`src/rtl/pkgpwr_pkg.sv`:
```
package pkgpwr_pkg;
  localparam int NUM_STATES = 5;
  localparam int STATE_W    = $clog2(NUM_STATES);
  localparam int NUM_PINS   = 4;

  typedef enum logic [STATE_W-1:0] {
    PS_NORMAL    = 3'd0,
    PS_STOPGRANT = 3'd1,
    PS_SNOOP     = 3'd2,
    PS_SLEEP     = 3'd3,
    PS_DEEP      = 3'd4
  } pkgState_e;

  // synchronized pin activity, active high
  typedef struct packed {
    logic stop;
    logic sleep;
    logic deep;
    logic snoop;
  } pinAct_t;

  // strobes from control to datapath
  typedef struct packed {
    logic pbeSet;
    logic pbeClr;
    logic coreEnNext;
    logic busEnNext;
  } ctrlStrobe_t;
endpackage

```
`src/rtl/pkgpwr_datapath.sv`:
```
module pkgpwr_datapath
  import pkgpwr_pkg::*;
#(
  parameter int SYNC_STAGES = 2
) (
  input  logic                clk,
  input  logic                rstN,
  input  logic [NUM_PINS-1:0] pinRawN,
  input  ctrlStrobe_t         strobe,
  output pinAct_t             pinAct,
  output logic                pbeN,
  output logic                coreClkEn,
  output logic                busClkEn
);
  logic [NUM_PINS-1:0] pinSyncN;

  for (genvar p = 0; p < NUM_PINS; p++) begin : g_sync
    logic [SYNC_STAGES-1:0] chain;
    always_ff @(posedge clk or negedge rstN) begin
      if (!rstN) chain <= '1;
      else       chain <= {chain[SYNC_STAGES-2:0], pinRawN[p]};
    end
    assign pinSyncN[p] = chain[SYNC_STAGES-1];
  end

  assign pinAct = ~pinSyncN;

  logic pbePending;
  always_ff @(posedge clk or negedge rstN) begin
    if (!rstN)              pbePending <= 1'b0;
    else if (strobe.pbeClr) pbePending <= 1'b0;
    else if (strobe.pbeSet) pbePending <= 1'b1;
  end
  assign pbeN = ~pbePending;

  always_ff @(posedge clk or negedge rstN) begin
    if (!rstN) begin
      coreClkEn <= 1'b1;
      busClkEn  <= 1'b1;
    end else begin
      coreClkEn <= strobe.coreEnNext;
      busClkEn  <= strobe.busEnNext;
    end
  end
endmodule

```
`src/rtl/pkgpwr_ctrl.sv`:
```
module pkgpwr_ctrl
  import pkgpwr_pkg::*;
(
  input  logic        clk,
  input  logic        rstN,
  input  pinAct_t     pinAct,
  input  logic        breakEvt,
  input  logic        snoopDone,
  output ctrlStrobe_t strobe,
  output pkgState_e   state
);
  pkgState_e nextState;

  always_comb begin
    nextState = state;
    unique case (state)
      PS_NORMAL:    if (pinAct.stop) nextState = PS_STOPGRANT;
      PS_STOPGRANT: begin
        if (!pinAct.stop)      nextState = PS_NORMAL;
        else if (pinAct.snoop) nextState = PS_SNOOP;
        else if (pinAct.sleep) nextState = PS_SLEEP;
      end
      PS_SNOOP:     if (snoopDone) nextState = PS_STOPGRANT;
      PS_SLEEP: begin
        if (!pinAct.sleep)     nextState = PS_STOPGRANT;
        else if (pinAct.deep)  nextState = PS_DEEP;
      end
      PS_DEEP:      if (!pinAct.deep) nextState = PS_SLEEP;
      default:      nextState = PS_NORMAL;
    endcase
  end

  always_ff @(posedge clk or negedge rstN) begin
    if (!rstN) state <= PS_NORMAL;
    else       state <= nextState;
  end

  always_comb begin
    strobe.pbeSet     = breakEvt & pinAct.stop;
    strobe.pbeClr     = ~pinAct.stop;
    strobe.coreEnNext = (nextState == PS_NORMAL) || (nextState == PS_SNOOP);
    strobe.busEnNext  = (nextState != PS_DEEP);
  end
endmodule

```
`src/rtl/pkg_power_seq.sv`:
```
module pkg_power_seq
  import pkgpwr_pkg::*;
#(
  parameter int SYNC_STAGES = 2
) (
  input  logic                  clk,
  input  logic                  rstN,
  input  logic                  stpClkN,
  input  logic                  slpN,
  input  logic                  dpSlpN,
  input  logic                  snoopReqN,
  input  logic                  breakEvt,
  input  logic                  snoopDone,
  output logic                  pbeN,
  output logic [STATE_W-1:0]    stateCode,
  output logic [NUM_STATES-1:0] stateOneHot,
  output logic                  coreClkEn,
  output logic                  busClkEn
);
  pinAct_t     pinAct;
  ctrlStrobe_t strobe;
  pkgState_e   state;
  logic        stopAct;

  pkgpwr_datapath #(.SYNC_STAGES(SYNC_STAGES)) u_dp (
    .clk(clk), .rstN(rstN),
    .pinRawN({stpClkN, slpN, dpSlpN, snoopReqN}),
    .strobe(strobe), .pinAct(pinAct), .pbeN(pbeN),
    .coreClkEn(coreClkEn), .busClkEn(busClkEn)
  );

  pkgpwr_ctrl u_ctrl (
    .clk(clk), .rstN(rstN), .pinAct(pinAct), .breakEvt(breakEvt),
    .snoopDone(snoopDone), .strobe(strobe), .state(state)
  );

  assign stateCode = state;
  assign stopAct   = pinAct.stop;

  for (genvar i = 0; i < NUM_STATES; i++) begin : g_oh
    assign stateOneHot[i] = (stateCode == STATE_W'(i));
  end
endmodule

```
`config.mk`:
```
export PLATFORM = sky130hd
export DESIGN_NAME = pkg_power_seq
export DESIGN_NICKNAME = d
export VERILOG_FILES = /design/src/rtl/pkgpwr_pkg.sv /design/src/rtl/pkgpwr_datapath.sv /design/src/rtl/pkgpwr_ctrl.sv /design/src/rtl/pkg_power_seq.sv
export SDC_FILE = /design/constraint.sdc
export NUM_CORES = 1
export LEC_CHECK = 0
export BUFFER_PORTS_ARGS = -buffer_cell sky130_fd_sc_hd__buf_2
export CAP_MARGIN = 10
export CELL_PAD_IN_SITES_DETAIL_PLACEMENT = 0
export CELL_PAD_IN_SITES_GLOBAL_PLACEMENT = 1
export CORE_AREA = 2 2 43 45
export DETAILED_ROUTE_END_ITERATION = 10
export DIE_AREA = 0 0 45 47
export MAX_ROUTING_LAYER = met4
export PLACE_DENSITY_LB_ADDON = 0.12
export SLEW_MARGIN = 30
export SYNTH_ARGS = -nofsm -noshare
export SYNTH_HDL_FRONTEND = slang
export SYNTH_HIERARCHICAL = 1
export SYNTH_SLANG_ARGS = --single-unit
```
`constraint.sdc`:
```
create_clock -name clk -period 1.6 [get_ports clk]
set_input_delay 0.08 -clock clk [delete_from_list [all_inputs] [get_ports clk]]
set_output_delay 0.08 -clock clk [all_outputs]
set_load 0.005 [all_outputs]
```
==> results.py <==
metrics = {
    "outcome": {
        "run_status": "finished clean",
    },
    "yosys": {
        "ys_seq_area_share_pct": 66.2,
        "synth_compound_area_share_pct": 14.4,
        "synth_top_family_by_area": "simple AND/OR/NAND/NOR gates",
        "synth_nets": 49,
        "ys_types": 21,
        "syn_avg_cell_area_um2": 13.4,
        "yosysWarningCount": 6,
        "synth_xor_area_share_pct": 0,
        "synth_area_um2": 548,
        "muxShareOfSynthArea_pct": 0,
        "synthSimpleGateAreaFrac_pct": 15.3,
        "synth_seq_cells": 14,
        "synth-adder-area-share_pct": 0,
        "netlist_instances": 41,
    },
    "timing": {
        "tns_ns": 0,
        "tightest_slew_ns": 0.358,
        "rsz0062_at_grt": "no",
        "period_needed_ns": 1.29,
        "fmax_mhz": 776,
        "slew-limit-headroom_pct": 76.1,
        "finalHoldViolCount": 0,
        "fin_skew_ns": 0.00827,
        "slew_viol_final": 0,
        "post-route-period-util_pct": 80.6,
        "setup_viol": 0,
    },
    "clock_network": {
        "clockBufferDepth": 2,
        "post-cts-setup-buffer-count": 0,
        "numCtsBuffers": 3,
        "htreeDepth": 1,
        "cts_tree": "yes",
        "clkTransAtPathRegs_ns": 0.08,
        "ctsResizeCount": 0,
        "cts_root_buf": "clkbuf_4",
        "numClockSinks": 14,
        "clk-insertion-delay-late_ns": 0.27,
    },
    "power": {
        "combinationalPowerShare_pct": 28.6,
        "pwr-share-clk_pct": 19.6,
        "seqPwrFrac_pct": 51.8,
        "vdd_ir_drop_max_v": 0.000581,
        "p_per_area_mw_per_mm2": 1360,
        "intPower_w": 0.000690,
        "p_sw_w": 0.000309,
        "p_leak_nw": 0.358,
        "switching_share_pct": 30.9,
    },
    "worst_setup_path": {
        "cpPeakStageDelay_ns": 0.56,
        "worstPathArrival_ns": 1.21,
        "crit_chain": "nor3b_1 -> buf_2",
        "cpMaxStageDelayCell": "dfrtp_1",
        "critPathCaptureType": "primary output",
        "critPathLaunchType": "register",
        "path_max_fanout": 13,
        "r2r_slack_ns": 0.36,
        "worst_ep_required_time_ns": 1.52,
        "crit_type": "register to primary output",
    },
    "die": {
        "die_area_mm2": 0.00212,
        "core_mm2": 0.00165,
        "placementRows": 15,
        "pin_count": 19,
        "die_h_um": 47,
        "initial_core_util_pct": 33.2,
        "die_w_um": 45,
    },
    "cells_and_area": {
        "syn2layout_area_growth_pct": 34.2,
        "layout-drive-gt1-share_pct": 52.9,
        "final_net_count": 77,
        "final_common_cell": "buf_2",
        "antennaDiodeCount": 0,
        "utilization_pct": 44.5,
        "layout_common_cells": "buf_2 (18), dfstp_2 (10), inv_1 (6)",
    },
    "route": {
        "ant_nets": 0,
        "drc": 0,
        "first_iter_violations": 3,
        "first_pass_iters": 2,
        "wl_um": 938,
        "dr_total_vias": 407,
        "wl_per_cell_um": 11.0,
        "vias_per_cell": 4.79,
    },
    "flow_run": {
        "max_cap_violations": 0,
    },
    "grt": {
        "grt_max_degree": 15,
        "antenna_found_initial": 0,
        "grt_overflow": 0,
        "grt_pass1_vias": 398,
        "grt_first_pass_wirelength_um": 1610,
        "gr-usage-all-layers_pct": 11.2,
    },
    "hold_path": {
        "hold_path_class": "input pin to register",
    },
    "placed_design": {
        "place_congestion": 0.655,
        "io_buffer_count": 18,
    },
}
[worst max-delay path: cells and delay by family (launching register included)]
| kind | cells | cell delay, ns |
|---|---|---|
| buffers and inverters | 1 | 0.14 |
| DFF | 1 | 0.56 |
| and+or+nand+nor | 1 | 0.23 |
[per-stage QoR]
| step | area (um^2) | hold slack (ns) | worst slack, ns | power [W] | cells |
|---|---|---|---|---|---|
| after floorplan | 548 | -0.216 | 0.443 | 0.000662 | 41 |
| after global placement | 659 | -0.0146 | 0.413 | 0.000802 | 76 |
| after detailed placement | 659 | -0.0167 | 0.381 | 0.000806 | 76 |
| after CTS | 736 | 0.103 | 0.301 | 0.00102 | 85 |
| after global routing | 736 | 0.132 | 0.170 | 0.00108 | 85 |
| final | 736 | 0.115 | 0.311 | 0.000998 | 85 |
[cell type report]
type | instances | area, um^2
Tap cell | 17 | 21.3
Sequential cell | 14 | 363
Fill cell | 168 | 916
Timing Repair Buffer | 23 | 140
Clock buffer | 4 | 26.3
Inverter | 6 | 22.5
Multi-Input combinational cell | 21 | 163
[power groups by stage]
stage | registers (W) | clock network, W | logic [W]
final | 0.000517 | 0.000195 | 0.000286
after global routing | 0.000533 | 0.000221 | 0.000324
after CTS | 0.000520 | 0.000212 | 0.000291
after detailed placement | 0.000526 | 0 | 0.000280
after global placement | 0.000519 | 0 | 0.000283
after floorplan | 0.000509 | 0 | 0.000153
[Yosys cell counts]
master      n  share of area, %
a21oi_2     1               1.6
dfstp_2    10                48
o211ai_2    1               2.3
a2bb2oi_1   1               1.6
o22ai_1     1               1.1
inv_1       6               4.1
or4b_1      1               1.8
nand2b_1    1               1.1
a21oi_1     1              0.91
and3b_2     1               1.8
a31o_2      1               1.6
nor2_1      2               1.4
nor3b_1     3               4.1
nor2b_1     1               1.1
and2_1      1               1.1
o2111ai_1   1               1.6
dfrtp_1     4                18
and4b_1     1               1.8
nor3_1      1              0.91
o21ba_1     1               1.8
o21ba_2     1               1.8
[registers in the layout, indices dropped and copies added (netlist names)]
signal and cells:
u_dp/busClkEn 1, u_dp/pbePending 1, u_dp/g_sync.chain 8, u_ctrl/state 3, u_dp/coreClkEn 1
[timing repair]
action                                  4_1_cts  5_1_grt
endpoints found under the setup margin        0        0
hold buffers                                  5        0
endpoints found under the hold margin        18        0
[final timing paths]
kind                                    startpoint                      end  depth (start not counted)
hold reg to reg            u_dp/g_sync[1].chain[0]  u_dp/g_sync[1].chain[1]                          0
max in group asynchronous                     rstN  u_dp/g_sync[1].chain[1]                          2
setup / recovery                   u_ctrl/state[2]           stateOneHot[4]                          2
min in group asynchronous                     rstN          u_dp/pbePending                          2
hold / removal                           snoopDone           u_dp/coreClkEn                          3
setup reg to reg                   u_ctrl/state[0]          u_ctrl/state[1]                          2
[layer usage]
| metal | track usage (%) | wire length [um] | up-vias |
|---|---|---|---|
| met1 | 13.1 | 429 | 195 |
| met5 | - | 0 | - |
| met2 | 17.7 | 445 | 15 |
| li1 | - | - | 195 |
| met4 | 5.29 | 4 | 0 |
| met3 | 3.46 | 59 | 2 |
[cell families (layout without fill, tap and decap cells)]
group / Yosys count / count (layout)
compound gates: 9 / 9
flops: 14 / 14
simple gates: 12 / 12
buf+inv: 6 / 33
(Power assumes the default switching activity.)
